$ cat config.mk
export PLATFORM = sky130hd
export DESIGN_NAME = scalar_acc_alu
export DESIGN_NICKNAME = d
export VERILOG_FILES = /design/src/rtl/sacc_pkg.sv /design/src/rtl/sacc_operand_sel.sv /design/src/rtl/sacc_datapath.sv /design/src/rtl/sacc_iter_mul.sv /design/src/rtl/scalar_acc_alu.sv
export SDC_FILE = /design/constraint.sdc
export NUM_CORES = 1
export LEC_CHECK = 0
export BUFFER_PORTS_ARGS = -buffer_cell sky130_fd_sc_hd__buf_2
export CAP_MARGIN = 10
export CORE_UTILIZATION = 37
export CTS_BUF_LIST = sky130_fd_sc_hd__clkbuf_2
export CTS_CLUSTER_DIAMETER = 40
export DETAILED_ROUTE_END_ITERATION = 8
export GPL_TIMING_DRIVEN = 0
export HOLD_SLACK_MARGIN = 0.15
export PLACE_DENSITY = 0.56
export SLEW_MARGIN = 40
export SYNTH_ARGS = -nofsm -noshare
export SYNTH_HDL_FRONTEND = slang
export SYNTH_SLANG_ARGS = --single-unit
export TNS_END_PERCENT = 1
$ cat constraint.sdc
create_clock -name clk -period 6.8 [get_ports clk]
set_input_delay 0.68 -clock clk [delete_from_list [all_inputs] [get_ports clk]]
set_output_delay 0.68 -clock clk [all_outputs]
set_load 0.005 [all_outputs]
$ cat src/rtl/sacc_pkg.sv
package sacc_pkg;

    typedef enum logic [3:0] {
        OP_ADD = 4'b0000,
        OP_ADC = 4'b0001,
        OP_SUB = 4'b0010,
        OP_SBC = 4'b0011,
        OP_INC = 4'b0100,
        OP_DEC = 4'b0110,
        OP_AND = 4'b1000,
        OP_OR  = 4'b1001,
        OP_XOR = 4'b1010,
        OP_MUL = 4'b1011,
        OP_LSL = 4'b1100,
        OP_ROL = 4'b1101,
        OP_LSR = 4'b1110,
        OP_ROR = 4'b1111
    } alu_op_e;

    typedef enum logic [1:0] {
        SEL_ALT = 2'b00,
        SEL_A   = 2'b01,
        SEL_X   = 2'b10,
        SEL_Y   = 2'b11
    } reg_sel_e;

    typedef enum logic [1:0] {
        ST_IDLE = 2'b00,
        ST_MULT = 2'b01,
        ST_DONE = 2'b10
    } seq_state_e;

endpackage

$ cat src/rtl/sacc_operand_sel.sv
module sacc_operand_sel
    import sacc_pkg::*;
#(
    parameter int XLEN = 32
) (
    input  logic [1:0]      sel,
    input  logic [XLEN-1:0] alt_val,
    input  logic [XLEN-1:0] a_val,
    input  logic [XLEN-1:0] x_val,
    input  logic [XLEN-1:0] y_val,
    output logic [XLEN-1:0] operand
);

    always_comb begin
        unique case (reg_sel_e'(sel))
            SEL_A:   operand = a_val;
            SEL_X:   operand = x_val;
            SEL_Y:   operand = y_val;
            default: operand = alt_val;
        endcase
    end

endmodule

$ cat src/rtl/sacc_datapath.sv
module sacc_datapath
    import sacc_pkg::*;
#(
    parameter int XLEN = 32
) (
    input  logic [3:0]      op_code,
    input  logic [XLEN-1:0] src1,
    input  logic [XLEN-1:0] src2,
    input  logic            carry_in,
    output logic [XLEN-1:0] result,
    output logic            carry_out,
    output logic            carry_we,
    output logic            op_known,
    output logic            op_is_mul
);

    localparam logic [XLEN-1:0] ONE_W = XLEN'(1);

    logic [XLEN-1:0] add_b;
    logic [XLEN-1:0] sub_b;
    logic            add_ci;
    logic            sub_bi;
    logic [XLEN:0]   sum_ext;
    logic [XLEN:0]   diff_ext;
    alu_op_e         op;

    assign op = alu_op_e'(op_code);

    always_comb begin
        add_b    = (op == OP_INC) ? ONE_W : src2;
        add_ci   = (op == OP_ADC) ? carry_in : 1'b0;
        sub_b    = (op == OP_DEC) ? ONE_W : src2;
        sub_bi   = (op == OP_SBC) ? carry_in : 1'b0;
        sum_ext  = {1'b0, src1} + {1'b0, add_b} + {{XLEN{1'b0}}, add_ci};
        diff_ext = {1'b0, src1} - {1'b0, sub_b} - {{XLEN{1'b0}}, sub_bi};
    end

    always_comb begin
        result    = '0;
        carry_out = carry_in;
        carry_we  = 1'b0;
        op_known  = 1'b1;
        op_is_mul = 1'b0;
        unique case (op)
            OP_ADD, OP_ADC, OP_INC: begin
                result    = sum_ext[XLEN-1:0];
                carry_out = sum_ext[XLEN];
                carry_we  = 1'b1;
            end
            OP_SUB, OP_SBC, OP_DEC: begin
                result    = diff_ext[XLEN-1:0];
                carry_out = diff_ext[XLEN];
                carry_we  = 1'b1;
            end
            OP_AND: result = src1 & src2;
            OP_OR:  result = src1 | src2;
            OP_XOR: result = src1 ^ src2;
            OP_MUL: op_is_mul = 1'b1;
            OP_LSL: begin
                result    = {src1[XLEN-2:0], 1'b0};
                carry_out = src1[XLEN-1];
                carry_we  = 1'b1;
            end
            OP_ROL: begin
                result    = {src1[XLEN-2:0], carry_in};
                carry_out = src1[XLEN-1];
                carry_we  = 1'b1;
            end
            OP_LSR: begin
                result    = {1'b0, src1[XLEN-1:1]};
                carry_out = src1[0];
                carry_we  = 1'b1;
            end
            OP_ROR: begin
                result    = {carry_in, src1[XLEN-1:1]};
                carry_out = src1[0];
                carry_we  = 1'b1;
            end
            default: op_known = 1'b0;
        endcase
    end

endmodule

$ cat src/rtl/sacc_iter_mul.sv
module sacc_iter_mul #(
    parameter int XLEN = 32
) (
    input  logic              clk,
    input  logic              rst_n,
    input  logic              start,
    input  logic              step,
    input  logic [XLEN-1:0]   op_a,
    input  logic [XLEN-1:0]   op_b,
    output logic              last_step,
    output logic [2*XLEN-1:0] product
);

    localparam int CNT_W = $clog2(XLEN);
    localparam logic [CNT_W-1:0] CNT_LAST = CNT_W'(XLEN - 1);

    logic [2*XLEN-1:0] mcand_q;
    logic [XLEN-1:0]   mplier_q;
    logic [2*XLEN-1:0] acc_q;
    logic [CNT_W-1:0]  cnt_q;

    assign last_step = step && (cnt_q == CNT_LAST);
    assign product   = acc_q;

    always_ff @(posedge clk or negedge rst_n) begin
        if (!rst_n) begin
            mcand_q  <= '0;
            mplier_q <= '0;
            acc_q    <= '0;
            cnt_q    <= '0;
        end else if (start) begin
            mcand_q  <= {{XLEN{1'b0}}, op_a};
            mplier_q <= op_b;
            acc_q    <= '0;
            cnt_q    <= '0;
        end else if (step) begin
            if (mplier_q[0]) begin
                acc_q <= acc_q + mcand_q;
            end
            mcand_q  <= {mcand_q[2*XLEN-2:0], 1'b0};
            mplier_q <= {1'b0, mplier_q[XLEN-1:1]};
            cnt_q    <= cnt_q + 1'b1;
        end
    end

endmodule

$ cat src/rtl/scalar_acc_alu.sv
module scalar_acc_alu
    import sacc_pkg::*;
#(
    parameter int XLEN  = 32,
    parameter int IMM_W = 16
) (
    input  logic             clk,
    input  logic             rst_n,
    input  logic             cmd_valid,
    output logic             cmd_ready,
    input  logic             cmd_is_flag,
    input  logic [3:0]       op_code,
    input  logic [1:0]       dst_sel,
    input  logic [1:0]       src1_sel,
    input  logic [1:0]       src2_sel,
    input  logic [IMM_W-1:0] imm,
    input  logic [1:0]       flag_sel,
    input  logic [1:0]       flag_val,
    output logic [XLEN-1:0]  reg_a,
    output logic [XLEN-1:0]  reg_x,
    output logic [XLEN-1:0]  reg_y,
    output logic             carry,
    output logic             zero
);

    localparam int PROD_W = 2 * XLEN;

    seq_state_e        state_q;
    seq_state_e        state_d;
    logic [XLEN-1:0]   a_q;
    logic [XLEN-1:0]   x_q;
    logic [XLEN-1:0]   y_q;
    logic              c_q;
    logic              z_q;
    logic [1:0]        dst_hold_q;

    logic [XLEN-1:0]   imm_ext;
    logic [XLEN-1:0]   src1;
    logic [XLEN-1:0]   src2;
    logic [XLEN-1:0]   dp_result;
    logic              dp_carry;
    logic              dp_carry_we;
    logic              dp_known;
    logic              dp_is_mul;
    logic [PROD_W-1:0] product;
    logic              mul_last;

    logic              accept;
    logic              mul_start;
    logic              mul_step;
    logic              wb_en;
    logic [1:0]        wb_dst;
    logic [XLEN-1:0]   wb_data;
    logic              c_we;
    logic              c_d;
    logic              z_we;
    logic              z_d;

    assign imm_ext = {{(XLEN-IMM_W){1'b0}}, imm};
    assign accept  = cmd_valid && (state_q == ST_IDLE);

    sacc_operand_sel #(.XLEN(XLEN)) u_src1 (
        .sel     (src1_sel),
        .alt_val ('0),
        .a_val   (a_q),
        .x_val   (x_q),
        .y_val   (y_q),
        .operand (src1)
    );

    sacc_operand_sel #(.XLEN(XLEN)) u_src2 (
        .sel     (src2_sel),
        .alt_val (imm_ext),
        .a_val   (a_q),
        .x_val   (x_q),
        .y_val   (y_q),
        .operand (src2)
    );

    sacc_datapath #(.XLEN(XLEN)) u_dp (
        .op_code   (op_code),
        .src1      (src1),
        .src2      (src2),
        .carry_in  (c_q),
        .result    (dp_result),
        .carry_out (dp_carry),
        .carry_we  (dp_carry_we),
        .op_known  (dp_known),
        .op_is_mul (dp_is_mul)
    );

    sacc_iter_mul #(.XLEN(XLEN)) u_mul (
        .clk       (clk),
        .rst_n     (rst_n),
        .start     (mul_start),
        .step      (mul_step),
        .op_a      (src1),
        .op_b      (src2),
        .last_step (mul_last),
        .product   (product)
    );

    // State register
    always_ff @(posedge clk or negedge rst_n) begin
        if (!rst_n) begin
            state_q <= ST_IDLE;
        end else begin
            state_q <= state_d;
        end
    end

    // Next-state logic
    always_comb begin
        state_d = state_q;
        unique case (state_q)
            ST_IDLE: if (accept && !cmd_is_flag && dp_is_mul) state_d = ST_MULT;
            ST_MULT: if (mul_last) state_d = ST_DONE;
            ST_DONE: state_d = ST_IDLE;
            default: state_d = ST_IDLE;
        endcase
    end

    // Output and write-back decisions per state
    always_comb begin
        cmd_ready = 1'b0;
        mul_start = 1'b0;
        mul_step  = 1'b0;
        wb_en     = 1'b0;
        wb_dst    = dst_sel;
        wb_data   = dp_result;
        c_we      = 1'b0;
        c_d       = c_q;
        z_we      = 1'b0;
        z_d       = z_q;
        unique case (state_q)
            ST_IDLE: begin
                cmd_ready = 1'b1;
                if (accept) begin
                    if (cmd_is_flag) begin
                        c_we = flag_sel[0];
                        c_d  = flag_val[0];
                        z_we = flag_sel[1];
                        z_d  = flag_val[1];
                    end else if (dp_is_mul) begin
                        mul_start = 1'b1;
                    end else if (dp_known) begin
                        wb_en = (dst_sel != SEL_ALT);
                        c_we  = dp_carry_we;
                        c_d   = dp_carry;
                        z_we  = 1'b1;
                        z_d   = (dp_result == '0);
                    end
                end
            end
            ST_MULT: begin
                mul_step = 1'b1;
            end
            ST_DONE: begin
                wb_dst  = dst_hold_q;
                wb_en   = (dst_hold_q != SEL_ALT);
                wb_data = product[XLEN-1:0];
                c_we    = 1'b1;
                c_d     = (product[PROD_W-1:XLEN] != '0);
                z_we    = 1'b1;
                z_d     = (product[XLEN-1:0] == '0);
            end
            default: ;
        endcase
    end

    // Register file, flags and held destination
    always_ff @(posedge clk or negedge rst_n) begin
        if (!rst_n) begin
            a_q        <= '0;
            x_q        <= '0;
            y_q        <= '0;
            c_q        <= 1'b0;
            z_q        <= 1'b0;
            dst_hold_q <= SEL_ALT;
        end else begin
            if (mul_start) dst_hold_q <= dst_sel;
            if (wb_en) begin
                unique case (reg_sel_e'(wb_dst))
                    SEL_A:   a_q <= wb_data;
                    SEL_X:   x_q <= wb_data;
                    SEL_Y:   y_q <= wb_data;
                    default: ;
                endcase
            end
            if (c_we) c_q <= c_d;
            if (z_we) z_q <= z_d;
        end
    end

    assign reg_a = a_q;
    assign reg_x = x_q;
    assign reg_y = y_q;
    assign carry = c_q;
    assign zero  = z_q;

endmodule

==> results by stage, run 1 <==
Run status:
- The run finished with clean final reports.

Layout:
- The final non-filler cell total is 3929.
- In the final layout, flip-flops and latches occupy 6680 sq um.
- Counting the fill cells in the layout gives 6380.
- In the final design database the tool counted 3302 nets.
- Cells with a size suffix above 1 make up 13.1% of the layout.
- The area occupied by multi-input gates is 15300 sq um.
- The core occupancy in the finished layout is 41.9%.
- Relative to the synthesized area, the layout overhead comes to 11.6%.
- The area of all placed cells without fillers is 25900 sq um.

Logic synthesis:
- By count the netlist is led by nand2_1 (321), dfrtp_1 (267), o21ai_0 (241).
- Summed over its instances, the top area cell type makes up 28.8% of the synthesized netlist area.
- The flip-flop and latch count after synthesis is 267.
- The synthesized area is 23200 sq um.
- The number of nets in the synthesized netlist is 3088.
- After synthesis, the cell types taking the most area are dfrtp_1 (29%), ha_1 (12%), o21ai_0 (5.2%).
- By instance count, the leading cell after synthesis is nand2_1.
- The count of flip-flops with a built-in enable after synthesis is 0.
- The sequential area share after synthesis is 28.8%.
- The cell count after synthesis is 2829.
- The number of warning messages in the yosys log is 0.
- The largest total area in the synthesized netlist belongs to dfrtp_1.
- The number of distinct standard cells referenced by the synthesized netlist is 87.
- The predominant post-synthesis flop cell is dfrtp_1.
- The fraction of registers with async set or reset after synthesis is 100%.
- A synthesized cell averages 8.20 sq um.

Placement:
- Prior to clock tree synthesis, the placed netlist has a worst setup slack of -2.08 ns.
- The routability-driven placement congestion ratio is 0.998.
- The count of input and output buffers is 129.
- The half-perimeter wire length after placement is 78.1 mm.
- The number of placed instances with taps included is 3803.
- The cell area after placement is 25100 sq um.

Die:
- Measured along the x axis, the die boundary spans 252 microns.
- The floorplan die area is 63700 sq um.
- The number of standard-cell rows in the floorplan is 91.
- The die is 252 microns tall.
- The number of primary I/O pins is 133.
- After floorplanning, the core was sized to cover 61800 sq um.
- The initial utilization of the core area, before any placement, comes to 37.5%.

Timing:
- Setup repair after global routing left no endpoint under its margin.
- Setup total negative slack on the finished layout was measured at 0 ns.
- The final clock skew is 0.115 ns.
- The worst pin sits at a relative slew slack of 36.7%.
- The count of endpoints failing hold in the final timing report came to 0.
- After layout, the worst setup slack is 0.233 ns.
- In the finished design, the share of the clock period the worst path needs comes to 96.6%.
- The transition time at the pin with the least slew margin is 0.950 ns.
- The shortest clock period the worst path allows after layout is 6.57 ns.
- Timing would allow up to 0.152 GHz.
- The final number of max-transition violations came to 0.
- Hold timing on the final database bottoms out at a slack of 0.212 ns.
- The number of setup violations in the final report is 0.

Clocking:
- The clock buffer count from CTS is 70.
- The clock-pin slew on the worst setup and hold paths is 0.12 ns.
- For the worst-skew pair, the clock arrives at the later sink with an insertion delay of 1.03 ns.
- The root buffer cell chosen for the clock tree is clkbuf_2.
- The total number of H-tree levels is 3.
- Clock tree synthesis found a total of 267 sinks.
- The TritonCTS clock tree is done.
- The maximum buffer depth of the clock tree is 3.

Critical path:
- The critical path required time is 7.70 ns.
- At the worst endpoint, the arrival time is 7.46 ns.
- STA classifies the critical path startpoint as a primary input.
- By startpoint and endpoint, the worst setup path is classified as primary input to flip-flop.
- Measured in cells, the most critical reg-to-reg path has a length of 15.
- Of all nets on the critical path, the largest fanout is 10.
- The worst setup path is captured at a flip-flop.

Power and ir drop:
- The worst-case IR drop observed on VDD is 162 uV.
- The leakage power summed over all cells is 12.4 nW.
- The completed layout was analyzed and its total power is 11.7 mW.
- The power per unit of standard cell area is 454 nW/um^2.

Routing:
- Using the TritonRoute via totals, the vias-per-cell ratio works out to 6.00.
- The final routed wirelength across all metal layers is 97.8 mm.
- The total DRC errors in the routed layout is 0.
- Detailed routing inserted a total of 23600 vias.
- The routed wire length per instance is 24.9 microns.
- Before antenna repair, the detailed router went through 6 iterations.
- The initial DRC count is 2126.
- The count of nets left with antenna violations once routing finished came out at 0.

Worst hold path:
- The worst min-delay path class is primary input to flip-flop.
- The number of cells traversed by the worst hold path is 4.

Run:
- The tool flagged a number of max-cap violations equal to 0.

Global route:
- The largest net degree at the start of global routing is 66.
- Summed over all layers, the global routing overflow is 0.
- The wire length of the first global-routing pass is 145 mm.
- The number of antenna violations at the first check in global routing is 3.
- The all-layer global routing usage is 30.2%.
- The number of global-route vias before repair was 23000.
sequential cells by signal (all words and copies together), names as in the netlist:
name and cells:
zero 1, reg_x 32, u_mul.mplier_q 32, reg_a 32, u_mul.cnt_q 5, u_mul.mcand_q 64
u_mul.product 64, reg_y 32, state_q 2, dst_hold_q 2, carry 1
cells in the final DEF, fill, tap and decap left out, drive strengths merged, types with 26 or more instances in the layout:
cell and n:
a21o 41, a21oi 182, a221o 47, a22oi 49, a31oi 39, buf 164
clkbuf 244, dfrtp 267, ha 220, inv 163, mux2 94, mux2i 66
nand2 321, nand2b 26, nand3 102, nand4 34, nor2 232, nor3 36
nor4 30, o211ai 31, o21a 38, o21ai 242, o22ai 30, xnor2 47
xor2 46
cell families after synthesis:
logic type,synth area share [%]
and+or+nand+nor,17.0
AOI/OAI and AO/OA,24.6
buffers and inverters,5.69
DFF,28.8
adders and majority gates,12.3
muxes,8.10
xor gates and xnor gates,3.51
repair_timing:
item,4_1_cts,5_1_grt
gates resized for setup,7,11
buffers inserted,0,0
setup endpoints to repair,53,7
hold buffers,7,0
hold endpoints to repair,163,0
area by class of cell:
class	count	share of cell area, %
diodes	3	0.0290
clock inverters	24	0.884
plain buffers	173	2.77
inverters	163	2.36
multi-input cells	2221	58.9
clock buffers	94	1.82
well taps	837	4.04
repair buffers	147	3.35
flip-flops and latches	267	25.8
critical path, cell delays in order:
cell and delay (ns):
buf_2 0.11, buf_2 0.20, nand2b_1 0.17, clkbuf_1 0.31, clkbuf_1 0.41, clkbuf_1 0.41, or4b_2 0.83, fa_1 0.52
fa_1 0.49, nor2b_1 0.19, o31a_1 0.26, o22ai_1 0.14, xnor2_1 0.17, a221o_1 0.45, nor4_1 0.36, nand4bb_1 0.21
or4_1 0.56, or4_1 0.49, nor4_1 0.28, a31o_1 0.19
final timing paths:
path                                   startpoint                end  slack, ns
worst max register to register          reg_y[13]               zero       0.71
max in group asynchronous                   rst_n           reg_a[5]       4.86
worst min register to register  u_mul.mcand_q[18]  u_mul.mcand_q[19]       0.50
worst max-delay path                   op_code[1]               zero       0.23
worst min-delay path                  flag_val[1]               zero       0.21
min in group asynchronous                   rst_n  u_mul.mcand_q[55]       0.71
where the power goes:
group	internal, mW	total (mW)	switching [mW]
logic	2.77	7.42	4.64
clock network	0.563	1.30	0.736
registers	2.20	3.03	0.834
total	5.53	11.7	6.21
per-layer routing:
metal,GRT usage (%),part of all wire (%)
met1,39.8,42
met4,14.0,4.8
met3,3.77,7.2
met2,49.3,46
met5,0,0.0082
Power figures use the tool's default switching activity.
==> inputs of run 2 (changes only) <==
- CORE_MARGIN: not set -> 4
==> results by stage, run 2 (same netlist as run 1, synthesis figures left out) <==
Power and ir drop:
- The switching fraction of total power is 53.5%.
- The analysis attributes to net switching a power of 6.28 mW.
- The power per unit of standard cell area is 453 nW/um^2.
- The fraction of power consumed by combinational cells is 64.1%.
- The internal portion of the total power is 5.45 mW.
- The leakage power summed over all cells is 12.4 nW.
- The worst-case IR drop observed on VDD is 167 uV.
- The power share of the sequential group is 25.7%.
- The clock network accounts for 10.2% of the total power.

Die:
- The floorplan core area is 61900 sq um.
- In this run the vertical extent of the chip is 258 microns.
- The floorplan die area is 66800 sq um.
- The number of primary I/O pins is 133.
- The number of standard-cell rows in the floorplan is 91.
- The effective utilization at floorplan is 37.5%.
- From left edge to right edge, the die measures 258 microns.

Routing:
- For this run, the detailed router's first-pass iteration total came to 5.
- Dividing the detail-routed via count by the number of cells gives 5.99.
- For this run, design rule violations remaining after detail routing come to 0.
- The initial DRC count is 2347.
- The detailed router placed 23600 vias in this run.
- The routed wire length per instance is 24.9 microns.
- The remaining number of nets flagged by the antenna check after routing is 0.
- The final routed wirelength across all metal layers is 98.0 mm.

Timing:
- The transition time at the pin with the least slew margin is 0.976 ns.
- The final clock skew is 0.128 ns.
- The worst path needs 6.77 ns of the cycle, external delays included.
- The fmax is 0.148 GHz.
- Measured against its own limit, the worst slew margin works out to 34.9%.
- The final cycle utilization of the critical path is 99.6%.
- Hold timing on the final database bottoms out at a slack of 0.266 ns.
- The final number of max-transition violations came to 0.
- Setup repair after global routing left no endpoint under its margin.
- The summed negative setup slack over all endpoints is 0 ns.
- Across all setup checks in the final design, the least slack found is 0.0276 ns.
- The count of endpoints failing hold in the final timing report came to 0.
- Setup violations remaining at the end of the flow were counted as 0.

Run:
- Across the run, the number of max-cap violations was 0.

Global route:
- Global routing consumed, on the met3 layer, 4.17% of the routing resources.
- The number of global-route vias before repair is 23400.
- Global routing finished with a remaining overflow of 0.
- The first global-routing pass estimated 146 mm of wire.
- The largest net degree at the start of global routing is 75.
- The layer flagged by global routing as most heavily used is met2.
- The number of antenna violations at the first check in global routing is 5.
- For this run, global-route usage on met1 was measured as 37.7%.
- The met2 usage in global routing is 46.6%.
- The all-layer global routing usage is 28.4%.

Clocking:
- The clock reaches the later pin of the worst-skew pair after 0.97 ns.
- The total number of H-tree levels is 3.
- TritonCTS built the clock tree.
- The cell at the root of the clock tree is clkbuf_2.
- The maximum buffer depth of the clock tree is 3.
- The clock buffer count from CTS is 71.
- The clock sink count is 267.
- After clock tree synthesis, the clock-pin slew on the worst setup and hold paths is 0.11 ns.

Placement:
- Once placement completed, the tool counted placed cells totaling 3807.
- The count of input and output buffers is 129.
- At the placement stage, the worst setup path has a slack of -2.27 ns.
- Once detailed placement completed, the half-perimeter wirelength came to 78.8 mm.
- The placed instances occupy a cell area of 25100 sq um.
- The routability-driven placement congestion ratio is 0.978.

Worst hold path:
- The worst hold path was traced through 4 stages.
- The worst hold path belongs to the class primary input to flip-flop.

Run status:
- The flow ran to the end, and the final reports show no timing, DRC or antenna violations.

Critical path:
- For the worst setup path, the data required time is 7.71 ns.
- The top fanout value on the critical path is 10.
- STA classifies the critical path endpoint as a flip-flop.
- Data arrives at the worst endpoint at 7.68 ns.
- For the worst flop-to-flop path, the logic depth is 15.
- The kind of launch point of the worst setup path is a primary input.
- The register-to-register path setup slack is 0.74 ns.
- The category of the most critical setup path is primary input to flip-flop.

Layout:
- The share of cells above drive strength 1 is 13.3%.
- The area growth from synthesis to layout is 11.6%.
- The top cell types in the final layout, fill and taps aside, are nand2_1 (321), dfrtp_1 (267), o21ai_0 (241).
- The number of nets in the layout is 3314.
- Leaving out fill and tap cells, the most frequent cell in the layout is nand2_1.
- The final non-filler cell total is 3944.
- The area of all placed cells without fillers is 25900 sq um.
-- run 2: cell types whose count changed in the layout (fill, tap and decap cells not counted), moves of 2 or more --
cell / change
clkbuf_1: +6
inv_2: +2
buf_1: +3
clkinvlp_4: +3
bufinv_16: -3
clkinv_1: -3
buf_2: +6
-- run 2: area by class of cell --
cell class,instances,area [sq um]
multi-input combinational,2221,15300
timing repair buffer,156,925
clock buffer,99,495
buffer,175,713
fill,6431,36000
clock inverter,22,153
tap,837,1050
inverter,163,612
sequential,267,6680
antenna,4,10.0
-- run 2: worst max-delay path, cell delays in order --
cell	delay, ns
buf_2	0.13
buf_4	0.20
clkbuf_1	0.60
clkbuf_1	0.58
clkbuf_1	0.68
a22o_1	0.42
inv_1	0.25
ha_1	0.34
inv_1	0.04
ha_1	0.27
clkbuf_1	0.30
inv_1	0.13
nor3_1	0.53
a31oi_4	0.18
xnor2_1	0.19
a221o_1	0.49
or4_1	0.64
or4_1	0.49
nor4_1	0.33
a31o_1	0.19
-- run 2: power by group through the flow --
stage          clock, mW  combinational, mW  sequential [mW]
2_1_floorplan          0               5.05             2.68
3_3_place_gp           0               7.18             2.99
3_5_place_dp           0               7.31             3.01
4_1_cts             1.22               7.37             2.97
5_1_grt             1.32               8.28             3.06
6_report            1.20               7.52             3.01
-- run 2: worst paths after layout --
| path | start | end |
|---|---|---|
| worst max-delay path | src1_sel[1] | zero |
| worst min-delay path | cmd_valid | carry |
| worst max register to register | reg_y[12] | zero |
| worst min register to register | u_mul.mcand_q[23] | u_mul.mcand_q[24] |
| max in group asynchronous | rst_n | reg_x[8] |
| min in group asynchronous | rst_n | u_mul.mcand_q[31] |
-- run 2: timing repair --
action / 4_1_cts / 5_1_grt
hold endpoints to repair: 141 / 0
buffers inserted: 1 / 0
hold buffers: 7 / 0
resized for setup: 5 / 4
setup endpoints to repair: 59 / 1
-- run 2: stage by stage --
stage / power, mW / util, %
floorplan: 7.72 / -
global placement: 10.2 / 40.2
detailed placement: 10.3 / 40.5
CTS: 11.6 / 41.7
global route: 12.7 / 41.8
finish: 11.7 / 41.8
-- run 2: per-layer routing --
metal,part of all wire [%],vias to the layer above
li1,-,10800
met1,43,11600
met2,45,1050
met4,4.6,4
met5,0.028,-
met3,7.2,224
